File: src/rtl/dfu_pkg.sv
// Shared definitions for the decode-stage operand bypass.
// Assumes: identifiers at or above the register count mean "no register".
package dfu_pkg;

    // Which stage supplied an operand, in descending precedence.
    typedef enum logic [2:0] {
        SRC_EX      = 3'd0,
        SRC_MEM_ALU = 3'd1,
        SRC_MEM_LD  = 3'd2,
        SRC_WB      = 3'd3,
        SRC_RF      = 3'd4,
        SRC_NONE    = 3'd5
    } fwd_src_e;

    // Canonical "no register" identifier.
    localparam logic [3:0] NO_REG_ID = 4'd8;

endpackage

File: src/rtl/fwd_regfile.sv
// Architectural register array: two combinational reads and one write
// that is committed on the rising clock edge.
// Assumes: a read or write identifier >= REG_COUNT performs no access.
module fwd_regfile #(
    parameter int DATA_W    = 32,
    parameter int REG_COUNT = 8,
    parameter int ID_W      = 4
) (
    input  logic              clk,
    input  logic              rst_n,
    input  logic [ID_W-1:0]   rd_a_id,
    input  logic [ID_W-1:0]   rd_b_id,
    output logic [DATA_W-1:0] rd_a_val,
    output logic [DATA_W-1:0] rd_b_val,
    input  logic [ID_W-1:0]   wr_id,
    input  logic              wr_en,
    input  logic [DATA_W-1:0] wr_val
);
    localparam int IDX_W = (REG_COUNT > 1) ? $clog2(REG_COUNT) : 1;
    localparam logic [ID_W-1:0] LIMIT = ID_W'(REG_COUNT);

    logic [DATA_W-1:0] regs [REG_COUNT];

    // One storage word per register, each with its own write decode.
    for (genvar g = 0; g < REG_COUNT; g++) begin : g_word
        // Clear on reset, otherwise load when this word is addressed.
        always_ff @(posedge clk) begin
            if (!rst_n)
                regs[g] <= '0;
            else if (wr_en && wr_id < LIMIT && wr_id[IDX_W-1:0] == IDX_W'(g))
                regs[g] <= wr_val;
        end
    end

    // Read ports: invalid identifiers return zero.
    always_comb begin
        rd_a_val = (rd_a_id < LIMIT) ? regs[rd_a_id[IDX_W-1:0]] : '0;
        rd_b_val = (rd_b_id < LIMIT) ? regs[rd_b_id[IDX_W-1:0]] : '0;
    end
endmodule

File: src/rtl/fwd_select.sv
// Per-source bypass selector: picks the youngest valid producer whose
// destination equals the source, else the register-array value.
// Assumes: a load in execute has no data; it flags a stall instead.
module fwd_select #(
    parameter int DATA_W    = 32,
    parameter int REG_COUNT = 8,
    parameter int ID_W      = 4
) (
    input  logic [ID_W-1:0]   src_id,
    input  logic [ID_W-1:0]   ex_dst_id,
    input  logic              ex_wen,
    input  logic              ex_is_load,
    input  logic [DATA_W-1:0] ex_result,
    input  logic [ID_W-1:0]   mem_alu_dst_id,
    input  logic              mem_alu_wen,
    input  logic [DATA_W-1:0] mem_alu_val,
    input  logic [ID_W-1:0]   mem_ld_dst_id,
    input  logic              mem_ld_wen,
    input  logic [DATA_W-1:0] mem_ld_val,
    input  logic [ID_W-1:0]   wb_dst_id,
    input  logic              wb_wen,
    input  logic [DATA_W-1:0] wb_val,
    input  logic [DATA_W-1:0] rf_val,
    output logic [DATA_W-1:0] operand,
    output logic              stall_req
);
    import dfu_pkg::*;

    localparam logic [ID_W-1:0] LIMIT = ID_W'(REG_COUNT);

    logic     src_real;
    logic     hit_ex, hit_ma, hit_ml, hit_wb;
    fwd_src_e pick;

    // Compare the source against each producer's destination.
    always_comb begin
        src_real  = src_id < LIMIT;
        hit_ex    = src_real && ex_wen && (ex_dst_id == src_id);
        hit_ma    = src_real && mem_alu_wen && (mem_alu_dst_id == src_id);
        hit_ml    = src_real && mem_ld_wen && (mem_ld_dst_id == src_id);
        hit_wb    = src_real && wb_wen && (wb_dst_id == src_id);
        stall_req = hit_ex && ex_is_load;
    end

    // Choose the supplying stage by precedence.
    always_comb begin
        if (!src_real)                 pick = SRC_NONE;
        else if (hit_ex && !ex_is_load) pick = SRC_EX;
        else if (hit_ma)               pick = SRC_MEM_ALU;
        else if (hit_ml)               pick = SRC_MEM_LD;
        else if (hit_wb)               pick = SRC_WB;
        else                           pick = SRC_RF;
    end

    // Route the chosen value to the operand.
    always_comb begin
        unique case (pick)
            SRC_EX:      operand = ex_result;
            SRC_MEM_ALU: operand = mem_alu_val;
            SRC_MEM_LD:  operand = mem_ld_val;
            SRC_WB:      operand = wb_val;
            SRC_RF:      operand = rf_val;
            default:     operand = '0;
        endcase
    end
endmodule

File: src/rtl/dec_fwd_unit.sv
// Decode-stage operand bypass: register array plus one bypass selector
// per source port; ORs the per-port load-use requests into one flag.
// Assumes: the write-back stage drives the array's only write port.
module dec_fwd_unit #(
    parameter int DATA_W    = 32,
    parameter int REG_COUNT = 8,
    parameter int ID_W      = 4
) (
    input  logic              clk,
    input  logic              rst_n,
    input  logic [ID_W-1:0]   src_a_id,
    input  logic [ID_W-1:0]   src_b_id,
    input  logic [ID_W-1:0]   ex_dst_id,
    input  logic              ex_wen,
    input  logic              ex_is_load,
    input  logic [DATA_W-1:0] ex_result,
    input  logic [ID_W-1:0]   mem_alu_dst_id,
    input  logic              mem_alu_wen,
    input  logic [DATA_W-1:0] mem_alu_val,
    input  logic [ID_W-1:0]   mem_ld_dst_id,
    input  logic              mem_ld_wen,
    input  logic [DATA_W-1:0] mem_ld_val,
    input  logic [ID_W-1:0]   wb_dst_id,
    input  logic              wb_wen,
    input  logic [DATA_W-1:0] wb_val,
    output logic [DATA_W-1:0] opnd_a,
    output logic [DATA_W-1:0] opnd_b,
    output logic              load_use_hazard
);
    localparam int PORTS = 2;

    logic [ID_W-1:0]   src_ids  [PORTS];
    logic [DATA_W-1:0] rf_vals  [PORTS];
    logic [DATA_W-1:0] opnds    [PORTS];
    logic [PORTS-1:0]  stalls;

    // Gather the source identifiers into a port-indexed array.
    always_comb begin
        src_ids[0] = src_a_id;
        src_ids[1] = src_b_id;
    end

    fwd_regfile #(.DATA_W(DATA_W), .REG_COUNT(REG_COUNT), .ID_W(ID_W)) u_rf (
        .clk      (clk),
        .rst_n    (rst_n),
        .rd_a_id  (src_a_id),
        .rd_b_id  (src_b_id),
        .rd_a_val (rf_vals[0]),
        .rd_b_val (rf_vals[1]),
        .wr_id    (wb_dst_id),
        .wr_en    (wb_wen),
        .wr_val   (wb_val)
    );

    // One bypass selector per read port.
    for (genvar p = 0; p < PORTS; p++) begin : g_port
        fwd_select #(.DATA_W(DATA_W), .REG_COUNT(REG_COUNT), .ID_W(ID_W)) u_sel (
            .src_id         (src_ids[p]),
            .ex_dst_id      (ex_dst_id),
            .ex_wen         (ex_wen),
            .ex_is_load     (ex_is_load),
            .ex_result      (ex_result),
            .mem_alu_dst_id (mem_alu_dst_id),
            .mem_alu_wen    (mem_alu_wen),
            .mem_alu_val    (mem_alu_val),
            .mem_ld_dst_id  (mem_ld_dst_id),
            .mem_ld_wen     (mem_ld_wen),
            .mem_ld_val     (mem_ld_val),
            .wb_dst_id      (wb_dst_id),
            .wb_wen         (wb_wen),
            .wb_val         (wb_val),
            .rf_val         (rf_vals[p]),
            .operand        (opnds[p]),
            .stall_req      (stalls[p])
        );
    end

    // Drive the outputs from the per-port results.
    always_comb begin
        opnd_a          = opnds[0];
        opnd_b          = opnds[1];
        load_use_hazard = |stalls;
    end
endmodule

File: config.mk
export PLATFORM = sky130hd
export DESIGN_NAME = dec_fwd_unit
export DESIGN_NICKNAME = d
export VERILOG_FILES = /design/src/rtl/dfu_pkg.sv /design/src/rtl/fwd_regfile.sv /design/src/rtl/fwd_select.sv /design/src/rtl/dec_fwd_unit.sv
export SDC_FILE = /design/constraint.sdc
export NUM_CORES = 1
export LEC_CHECK = 0
export BUFFER_PORTS_ARGS = -buffer_cell sky130_fd_sc_hd__buf_2
export CORE_UTILIZATION = 40
export DETAILED_ROUTE_END_ITERATION = 7
export PLACE_DENSITY = 0.64
export SYNTH_ARGS = -nofsm -noshare
export SYNTH_HDL_FRONTEND = slang
export SYNTH_SLANG_ARGS = --single-unit
File: constraint.sdc
create_clock -name clk -period 5.2 [get_ports clk]
set_input_delay 0.78 -clock clk [delete_from_list [all_inputs] [get_ports clk]]
set_output_delay 0.78 -clock clk [all_outputs]
set_load 0.01 [all_outputs]
==> impl_results.md, run 1 <==
* Total gr overflow at 0
* Net switching power at about 1.3 mW
* Part of the cycle the worst path needs at 0.816
* Leakage at ~6.9 nW
* Number of buffers and inverters on the critical path at 4
* Path class of the lowest-slack min-delay path: in -> reg
* Count of flip-flops with a built-in enable after synthesis at 256
* Result of the run: complete, no violations
* PostCTS Resize Cnt at 0
* CTS clk-pin slew, worst paths at 0.06 ns
* WS Path Type: in -> out
* Top area cells in the synthesized netlist: sky130_fd_sc_hd__edfxtp_1 50%, sky130_fd_sc_hd__mux4_2 19%, sky130_fd_sc_hd__and2_1 10%
* Arrival time of data at the critical path endpoint at approximately 3.5 ns
* Final setup viols at 0
* Via count of the routed design at 11,400
* Worst-case clock buffer depth at 3
* Post-synth net total at 1,306
* Post-Synthesis Mean Instance Area at around 13 µm²
* Cell count of the worst hold path at 2
* Final worst path period need at between 4 and 5 ns
* Clock share of power at 0.372
* Detailed-route vias per instance at slightly above 6
* Maximum single-stage delay on the critical path at ~0.73 ns
* H-Tree Depth at 1
* Post-route ant nets at 0
* Max rail drop VDD at roughly 0.23 mV
* Fmax at approximately 0.24 GHz
* Quantity of I/O buffers inserted on ports at 223
* Worst hold path endpoint: u_rf.regs[6][0]$_SDFFCE_PN0P_
* I/O pin cnt at 224
* Die Span Y at 198 µm
* Met3 Track Usage GR at 0.0472
* Number of hold-repair buffers added at the cts stage at 0
* Starting utilization of the core area at 0.407
* Aggregate global-route resource usage at 0.250
* Met2 global-route usage at 0.433
* MaxCap Viol Count at 0
* Power Dens Cells at 289 nW/µm²
* Portion of the post-synthesis area used by sequential elements at 0.500
* Final Hold Violating Endpoints at 0
* Starting DRC count in detailed routing at ~1,300
* GRT met1 Usage at 0.315
* Headroom to the max-slew limit at 0.320
* Area of the die at 39,200 µm²
* Top-area cell type share of the netlist area at 0.500
* Cell Area, Synth at about 15,000 µm²
* Number of warnings reported in the yosys synthesis log at 0
* Ratio of cells with drive above 1 in the final layout at 0.334
* Grt peak-use layer: met2
* Critical path fanouts, max at 22
* Setup TNS at 0 ns
* Total length of routed wires at just under 50,000 µm
* Routed WL per cell at ~26 µm
* Final max-slew violation count at 0
* HPWL after DPL at approximately 32,000 µm
* Placement Setup Slack at about 1.0 ns
* Pint at between 3 and 4 mW
* Number of sinks driven by the clock tree at approximately 260
* Largest register FFs at approximately 260
* Largest area contributor in the netlist: sky130_fd_sc_hd__edfxtp_1
* Final worst slack at 0.955 ns
* Critical-path top delay cell: sky130_fd_sc_hd__nor3_2
* Number of antenna violations at the first check in global routing at 7
* Postcts setup bufs at 0
* Share of synthesized flip-flops with an asynchronous set or reset at 0
* Fraction of power consumed by combinational cells at 0.157
* Count of different cell masters after synthesis at 38
* Cell repeated most along the worst path: sky130_fd_sc_hd__buf_4
* Pin count of the biggest net entering global routing at between 50 and 60
* Last weighted congestion value of the routability-driven placer at between 0.8 and 0.9
* Signed area change from the synthesized netlist to the final layout at 17.9%
* CP delay by family, top: buffers and inverters
* First-pass GRT wire length at between 70,000 and 80,000 µm
* Inserted Clock Buffers at 29
* Reg power frac at 0.470
* Measured slew at the worst slew-check pin at 1.02 ns
* Clock tree from TritonCTS: yes
* Regs by FF count: u_rf.regs: 256 flops
* First drt pass iteration count at 8
* CP Capture Type: output port
* Kind of start point of the critical path: primary input
* Gate Count Post-Synth at 1,147
* Core area at ~38,000 µm²
* Net count of the finished layout at 1,501
* Via count of the first global-routing pass at between 10,000 and 15,000
* Number of register bits inferred by synthesis at around 260
* RSZ-0062 raised after global routing: false
* CP required at roughly 4.4 ns
* Clock Tree Root: sky130_fd_sc_hd__clkbuf_16
* Top FF cell, synth: sky130_fd_sc_hd__edfxtp_1
* Net switching share of the total power at 0.257
* Row Count at between 70 and 80
* Beginning of the worst hold path: wb_val[0]
* Critical path cell sequence: buf_4, xor2_1, nor4_4, buf_4, nor3_2, buf_4, a222oi_1, nand2_1, buf_2
* Drc violations at 0
* Chip Width at 198 µm
* Register with the most flip-flops: u_rf.regs
[per-stage QoR]
stage	hold slack [ns]	power [mW]	utilization	instances	instance area, µm²
6_report	0.608	5.24	0.480	1880	18100
5_1_grt	0.629	5.41	0.480	1878	18100
4_1_cts	0.595	5.25	0.480	1875	18100
3_5_place_dp	1.18	3.32	0.456	1822	17200
3_3_place_gp	1.18	3.31	0.456	1822	17200
2_1_floorplan	0.978	2.98	-	1147	15400
[final cells by class]
class	instances	area [µm²]
diodes	5	12.5
clock buffers	35	748
clock inverters	18	143
fillers	3285	19600
inverters	3	11.3
multi-input cells	786	7410
flip-flops and latches	256	7690
well taps	511	639
repair buffers	266	1460
[cell usage after synthesis, types with 5 or more instances]
cell                         n
sky130_fd_sc_hd__mux2i_1    60
sky130_fd_sc_hd__buf_1       6
sky130_fd_sc_hd__edfxtp_1  256
sky130_fd_sc_hd__clkbuf_1   77
sky130_fd_sc_hd__o211ai_1   33
sky130_fd_sc_hd__nand2_1    97
sky130_fd_sc_hd__a222oi_1   62
sky130_fd_sc_hd__mux4_2    128
sky130_fd_sc_hd__nor3b_1     5
sky130_fd_sc_hd__xnor2_1    13
sky130_fd_sc_hd__xor2_1     10
sky130_fd_sc_hd__o21ai_1     5
sky130_fd_sc_hd__nor2_1     16
sky130_fd_sc_hd__o21ai_0    58
sky130_fd_sc_hd__nor2b_1     5
sky130_fd_sc_hd__buf_2      18
sky130_fd_sc_hd__and2_1    256
[metal layers]
layer | wire [µm] | vias up
li1 | - | 4928
met1 | 18700 | 5717
met2 | 24700 | 597
met3 | 4210 | 104
met4 | 1450 | 6
met5 | 38 | -
[cell families (layout without fill, tap and decap cells)]
| logic type | count (synthesis) | after routing | synth area share |
|---|---|---|---|
| AND/OR/NAND/NOR | 404 | 404 | 0.149 |
| multiplexers | 188 | 188 | 0.227 |
| flip-flops | 256 | 256 | 0.500 |
| buffers and inverters | 105 | 322 | 0.0274 |
| other | 0 | 5 | 0 |
| AO/OA/AOI/OAI | 171 | 171 | 0.0836 |
| XOR/XNOR | 23 | 23 | 0.0131 |
[placed cells by master, fill, tap and decap left out, types with 10 or more instances in the layout]
cell,n
sky130_fd_sc_hd__mux2i_1,60
sky130_fd_sc_hd__nand2_1,97
sky130_fd_sc_hd__buf_2,219
sky130_fd_sc_hd__mux4_2,128
sky130_fd_sc_hd__xor2_1,10
sky130_fd_sc_hd__edfxtp_1,256
sky130_fd_sc_hd__xnor2_1,13
sky130_fd_sc_hd__buf_4,46
sky130_fd_sc_hd__clkbuf_16,29
sky130_fd_sc_hd__o21ai_0,50
sky130_fd_sc_hd__a222oi_1,62
sky130_fd_sc_hd__o211ai_1,33
sky130_fd_sc_hd__and2_1,256
[power by group through the flow]
stage                     combinational [mW]  clock [mW]  sequential, mW
after global routing                   0.885        2.05            2.48
after floorplan                        0.496           0            2.48
after global placement                 0.815           0            2.49
final                                  0.823        1.95            2.46
after detailed placement               0.823           0            2.50
after CTS                              0.825        1.96            2.46
[worst max path at each step]
stage	to	from	cells past startpoint	slack [ns]
2_1_floorplan	u_rf.regs[0][0]$_SDFFCE_PN0P_	wb_dst_id[3]	3	1.15
3_3_place_gp	opnd_b[1]	src_b_id[2]	9	1.05
3_5_place_dp	opnd_b[1]	src_b_id[2]	9	1.03
4_1_cts	opnd_a[25]	src_a_id[0]	8	1.0
5_1_grt	opnd_b[27]	src_b_id[0]	9	0.80
6_report	opnd_b[1]	src_b_id[0]	9	0.95
Power figures use the tool's default switching activity.
==> run 2: changes to the inputs <==
PLACE_DENSITY = 0.67   (was 0.64)
clock period = 3.7 ns   (was 5.2 ns; I/O delays follow)
==> impl_results.md, run 2 (synthesized netlist as in run 1, its figures left out) <==
* Result of the run: complete, no violations
* H-Tree Depth at 1 (unchanged)
* Postcts setup bufs at 0 (unchanged)
* Kind of start point of the critical path: primary input
* Fmax at 0.302 GHz
* Critical-path top delay cell: sky130_fd_sc_hd__a311oi_4
* Post-route ant nets at 0 (unchanged)
* Quantity of I/O buffers inserted on ports at 223 (unchanged)
* MaxCap Viol Count at 0 (unchanged)
* CP Capture Type: output port
* Row Count at 71 (unchanged)
* WS Path Type: in -> out
* Starting utilization of the core area at 0.407 (unchanged)
* Routed WL per cell at 26.0 µm (-0.38%)
* Pin count of the biggest net entering global routing at 50 (-12%)
* Largest register FFs at 256 (unchanged)
* Fraction of power consumed by combinational cells at 0.158 (about the same)
* CTS clk-pin slew, worst paths at 0.06 ns (about the same)
* Maximum single-stage delay on the critical path at 0.55 ns (-0.18 ns)
* Measured slew at the worst slew-check pin at 0.738 ns (-0.278 ns)
* Final worst path period need at ~3.3 ns
* Worst slack on hold paths at 0.406 ns (-0.203 ns)
* First drt pass iteration count at 7 (-1)
* Net switching power at 1.91 mW (+42%)
* Total gr overflow at 0 (unchanged)
* PostCTS Resize Cnt at 0 (unchanged)
* Via count of the routed design at 11,700 (+2.7%)
* Number of hold-repair buffers added at the cts stage at 0 (unchanged)
* Chip Width at 198 µm (unchanged)
* Net count of the finished layout at 1,511 (+0.67%)
* First-pass GRT wire length at 71,900 µm (-0.33%)
* Via count of the first global-routing pass at 11,700 (+3.2%)
* Detailed-route vias per instance at 6.18 (+2.3%)
* CP required at 3.14 ns (-1.28 ns)
* Part of the cycle the worst path needs at 0.894
* Critical path fanouts, max at 49 (+120%)
* Commonest cells after routing, fill and taps aside: 256 x sky130_fd_sc_hd__and2_1, 256 x sky130_fd_sc_hd__edfxtp_1, 219 x sky130_fd_sc_hd__buf_2
* Area of the die at 39,200 µm² (unchanged)
* Last weighted congestion value of the routability-driven placer at 0.829 (+1.6%)
* Number of buffers and inverters on the critical path at 5 (+1)
* Die Span Y at 198 µm (unchanged)
* Final max-slew violation count at 0 (unchanged)
* Area of combinational cells with multiple inputs at 7410 µm² (unchanged)
* Worst-case clock buffer depth at 3 (unchanged)
* Regs by FF count: u_rf.regs: 256 flops
* I/O pin cnt at 224 (unchanged)
* Path class of the lowest-slack min-delay path: in -> reg
* CP delay by family, top: buffers and inverters
* Number of antenna violations at the first check in global routing at 5 (-2)
* Ratio of cells with drive above 1 in the final layout at 0.343 (+0.00848)
* Aggregate global-route resource usage at 0.250 (about the same)
* Post-layout total power at 7.53 mW (+44%)
* Drc violations at 0 (unchanged)
* Clock Tree Root: sky130_fd_sc_hd__clkbuf_16
* Register with the most flip-flops: u_rf.regs
* Leakage at 7.01 nW (+2.3%)
* Fill cell count at 3,230 (-1.7%)
* Final Hold Violating Endpoints at 0 (unchanged)
* HPWL after DPL at 32,400 µm (+1.1%)
* Core area at 37,800 µm² (unchanged)
* RSZ-0062 raised after global routing: false
* Clock share of power at 0.382 (+0.010)
* Signed area change from the synthesized netlist to the final layout at 20.2%
* Headroom to the max-slew limit at 0.506 (+0.186)
* Starting DRC count in detailed routing at 1,510 (+17%)
* Power Dens Cells at 408 nW/µm² (+41%)
* Reg power frac at 0.460 (-0.010)
* Register Area at 7690 µm² (unchanged)
* Pint at 5.62 mW (+44%)
* Clock tree from TritonCTS: yes
* Inserted Clock Buffers at 28 (-3.4%)
* Critical path cell sequence: buf_4, buf_12, xor2_1, nor4_1, buf_4, a311oi_4, buf_12, a222oi_1, o31ai_1, buf_2
* Net switching share of the total power at 0.254 (-0.00333)
* Number of sinks driven by the clock tree at 256 (unchanged)
* Arrival time of data at the critical path endpoint at 2.75 ns (-0.72 ns)
* Final setup viols at 0 (unchanged)
* Total length of routed wires at 49,100 µm (about the same)
* Max rail drop VDD at 0.326 mV (+39%)
-- run 2: changes by cell type in the layout (fill, tap and decap cells not counted) --
cell | previous run | this run
sky130_fd_sc_hd__bufinv_16 | 2 | 4
sky130_fd_sc_hd__clkinv_2 | 4 | 6
sky130_fd_sc_hd__clkbuf_1 | 6 | 3
sky130_fd_sc_hd__clkinvlp_4 | 2 | 4
sky130_fd_sc_hd__diode_2 | 5 | 3
sky130_fd_sc_hd__inv_6 | 1 | 0
sky130_fd_sc_hd__buf_12 | 1 | 19
sky130_fd_sc_hd__clkinv_4 | 1 | 0
sky130_fd_sc_hd__clkinv_1 | 8 | 6
sky130_fd_sc_hd__buf_4 | 46 | 39
-- run 2: area by class of cell --
type,count,area share
Antenna cell,3,0.000407
Timing Repair Buffer,277,0.0958
Sequential cell,256,0.416
Clock buffer,32,0.0399
Tap cell,511,0.0346
Multi-Input combinational cell,786,0.401
Inverter,3,0.000610
Clock inverter,20,0.0110
-- run 2: power groups by stage --
stage | clock, mW | sequential (mW) | combinational (mW)
CTS | 2.90 | 3.46 | 1.19
detailed placement | 0 | 3.52 | 1.19
finish | 2.88 | 3.46 | 1.19
global placement | 0 | 3.50 | 1.17
floorplan | 0 | 3.49 | 0.698
global route | 3.01 | 3.48 | 1.27
-- run 2: worst paths after layout --
path	startpoint	to	slack [ns]	depth (start not counted)
worst max-delay path	src_a_id[0]	opnd_a[5]	0.39	10
worst min-delay path	wb_val[0]	u_rf.regs[6][0]$_SDFFCE_PN0P_	0.41	2
-- run 2: per-stage QoR --
step	TNS (ns)	worst slack, ns	instances	area, µm²	util
final	0	0.391	1888	18500	0.489
after global routing	0	0.335	1886	18500	0.489
after CTS	0	0.406	1885	18500	0.489
after detailed placement	0	0.416	1833	17500	0.464
after global placement	0	0.508	1833	17500	0.464
after floorplan	-8.13	-0.127	1147	15400	-
-- run 2: routing by layer --
layer	vias up	track usage	wire length [µm]
li1	4956	-	-
met1	5904	0.310	18500
met2	667	0.420	23900
met3	127	0.0520	4560
met4	8	0.113	2140
met5	-	0	63
==> run 3: changes to the inputs <==
PLACE_DENSITY = 0.66   (was 0.67)
SYNTH_HIERARCHICAL = 1   (was default)
==> impl_results.md, run 3 <==
* Result of the run: complete, no violations
* Starting DRC count in detailed routing at 1,637 (+8.4%)
* Worst-case clock buffer depth at 3 (unchanged)
* Top FF cell, synth: sky130_fd_sc_hd__edfxtp_1
* RSZ-0062 raised after global routing: false
* Total met2 wirelength after detailed routing at 30,500 µm (+28%)
* Area of the die at 48,200 µm² (+23%)
* Number of antenna violations at the first check in global routing at 7 (+2)
* CP delay by family, top: buffers and inverters
* Postcts setup bufs at 0 (unchanged)
* HPWL after DPL at 43,400 µm (+34%)
* Drc violations at 0 (unchanged)
* Die Span Y at 219 µm (+11%)
* Register with the most flip-flops: u_rf/regs
* CTS clk-pin slew, worst paths at 0.07 ns (about the same)
* Total length of routed wires at 63,400 µm (+29%)
* CP Capture Type: output port
* Last weighted congestion value of the routability-driven placer at 0.964 (+16%)
* Starting utilization of the core area at 0.406 (-0.000807)
* Post-Synthesis Mean Instance Area at 12.9 µm² (-3.7%)
* Power Dens Cells at 351 nW/µm² (-14%)
* Number of buffers and inverters on the critical path at 4 (-1)
* Final setup viols at 0 (unchanged)
* Setup TNS at 0 ns (unchanged)
* Portion of the post-synthesis area used by sequential elements at 0.406 (-0.0938)
* WS Path Type: in -> out
* Post-route ant nets at 0 (unchanged)
* Largest register FFs at 256 (unchanged)
* PostCTS Resize Cnt at 0 (unchanged)
* Inserted Clock Buffers at 24 (-14%)
* Final Hold Violating Endpoints at 0 (unchanged)
* Total gr overflow at 0 (unchanged)
* Count of different cell masters after synthesis at 41 (+7.9%)
* Aggregate global-route resource usage at 0.257 (+0.00721)
* Quantity of I/O buffers inserted on ports at 223 (unchanged)
* Critical path fanouts, max at 25 (-49%)
* Placement Setup Slack at 0.332 ns (-0.0837 ns)
* Fmax at 0.294 GHz (-2.7%)
* Largest area contributor in the netlist: sky130_fd_sc_hd__edfxtp_1
* Signed area change from the synthesized netlist to the final layout at 14.7%
* Path class of the lowest-slack min-delay path: in -> reg
* Headroom to the max-slew limit at 0.289 (-0.217)
* Detailed-route wire length on metal 1 at 25,200 µm (+36%)
* Detailed-route vias per instance at 6.43 (+4.1%)
* Measured slew at the worst slew-check pin at 1.06 ns (+0.326 ns)
* DR top layer: met5
* Worst slack on hold paths at 0.408 ns (+0.00248 ns)
* Row Count at 79 (+11%)
* Post-synth net total at 1,625 (+24%)
* Fill cell count at 4,065 (+26%)
* Final max-slew violation count at 0 (unchanged)
* Net count of the finished layout at 1,786 (+18%)
* Kind of start point of the critical path: primary input
* Cell Area, Synth at 18,900 µm² (+23%)
* Number of register bits inferred by synthesis at 256 (unchanged)
* Via count of the routed design at 14,500 (+24%)
* Cell repeated most along the worst path: sky130_fd_sc_hd__buf_4
* Critical path cell sequence: buf_4, buf_12, xor2_1, and4b_2, a221oi_1, buf_4, o21ai_0, buf_2
* Number of sinks driven by the clock tree at 256 (unchanged)
* Count of flip-flops with a built-in enable after synthesis at 256 (unchanged)
* Maximum single-stage delay on the critical path at 0.46 ns (-0.09 ns)
* Routed WL per cell at 28.1 µm (+8.0%)
* Via count of the first global-routing pass at 14,300 (+22%)
* Clock Tree Root: sky130_fd_sc_hd__clkbuf_16
* Leakage at 8.49 nW (+21%)
* H-Tree Depth at 1 (unchanged)
* Core area at 46,600 µm² (+23%)
* Top area cells in the synthesized netlist: sky130_fd_sc_hd__edfxtp_1 41%, sky130_fd_sc_hd__mux4_1 14%, sky130_fd_sc_hd__and2_1 8.5%
* Regs by FF count: u_rf/regs: 256 flops
* Final worst path period need at 3.40 ns (+0.0904 ns)
* Share of synthesized flip-flops with an asynchronous set or reset at 0 (unchanged)
* Amount of wire on met3 after detailed routing at 5970 µm (+31%)
* MaxCap Viol Count at 0 (unchanged)
* Arrival time of data at the critical path endpoint at 2.84 ns (+0.09 ns)
* Clock tree from TritonCTS: yes
* Gate Count Post-Synth at 1,466 (+28%)
* First drt pass iteration count at 5 (-2)
* Number of hold-repair buffers added at the cts stage at 0 (unchanged)
* I/O pin cnt at 224 (unchanged)
* Commonest cells after routing, fill and taps aside: 256 x sky130_fd_sc_hd__and2_1, 256 x sky130_fd_sc_hd__edfxtp_1, 221 x sky130_fd_sc_hd__buf_2
* Max rail drop VDD at 0.270 mV (-17%)
* Pin count of the biggest net entering global routing at 70 (+40%)
* Register Area at 7690 µm² (unchanged)
* CP required at 3.14 ns (about the same)
* Top-area cell type share of the netlist area at 0.406 (-0.0938)
* Area of combinational cells with multiple inputs at 10,500 µm² (+42%)
* Critical-path top delay cell: sky130_fd_sc_hd__and4b_2
* Number of warnings reported in the yosys synthesis log at 6 (+6)
* Chip Width at 219 µm (+11%)
* Ratio of cells with drive above 1 in the final layout at 0.280 (-0.0632)
* Top post-synthesis cells by count: 256 x sky130_fd_sc_hd__and2_1, 256 x sky130_fd_sc_hd__edfxtp_1, 128 x sky130_fd_sc_hd__mux2i_1, 104 x sky130_fd_sc_hd__mux4_1
* Part of the cycle the worst path needs at 0.919 (+0.0244)
* Final worst slack at 0.301 ns (-0.0904 ns)
* First-pass GRT wire length at 92,600 µm (+29%)
## run 3: worst paths after layout
kind | startpoint | end | slack [ns] | cells after the start
setup / recovery | src_a_id[1] | opnd_a[16] | 0.30 | 8
hold / removal | wb_val[26] | u_rf/regs[2][26]$_SDFFCE_PN0P_ | 0.41 | 2
## run 3: cell type report
type                    instances  area share
multi-input cells            1043       0.485
flip-flops and latches        256       0.354
repair buffers                300      0.0875
well taps                     607      0.0350
clock buffers                  28      0.0284
clock inverters                16     0.00905
diodes                          5    0.000577
inverters                       2    0.000346
## run 3: stage by stage
step / cells / area [µm²] / total power, mW / util
6_report: 2257 / 21700 / 7.62 / 0.466
5_1_grt: 2253 / 21700 / 7.84 / 0.466
4_1_cts: 2252 / 21700 / 7.62 / 0.466
3_5_place_dp: 2208 / 20900 / 5.07 / 0.448
3_3_place_gp: 2208 / 20900 / 5.03 / 0.448
2_1_floorplan: 1466 / 18900 / 4.43 / -
## run 3: power breakdown
group	leakage, nW	internal (mW)	switching, mW
logic	5.64	0.675	0.907
clock network	0.398	1.48	1.10
registers	2.45	3.37	0.0938
## run 3: cell families after synthesis
logic type,Yosys count,synth area share
xor+xnor,24,0.0111
simple gates,561,0.198
buf+inv,167,0.0482
mux,256,0.241
flops,256,0.406
compound gates,202,0.0953
## run 3: routing by layer
layer  vias to the layer above  track usage
met5                         -            0
met4                         4       0.0787
met3                       130       0.0485
met2                       852        0.435
met1                      7246        0.332
li1                       6276            -
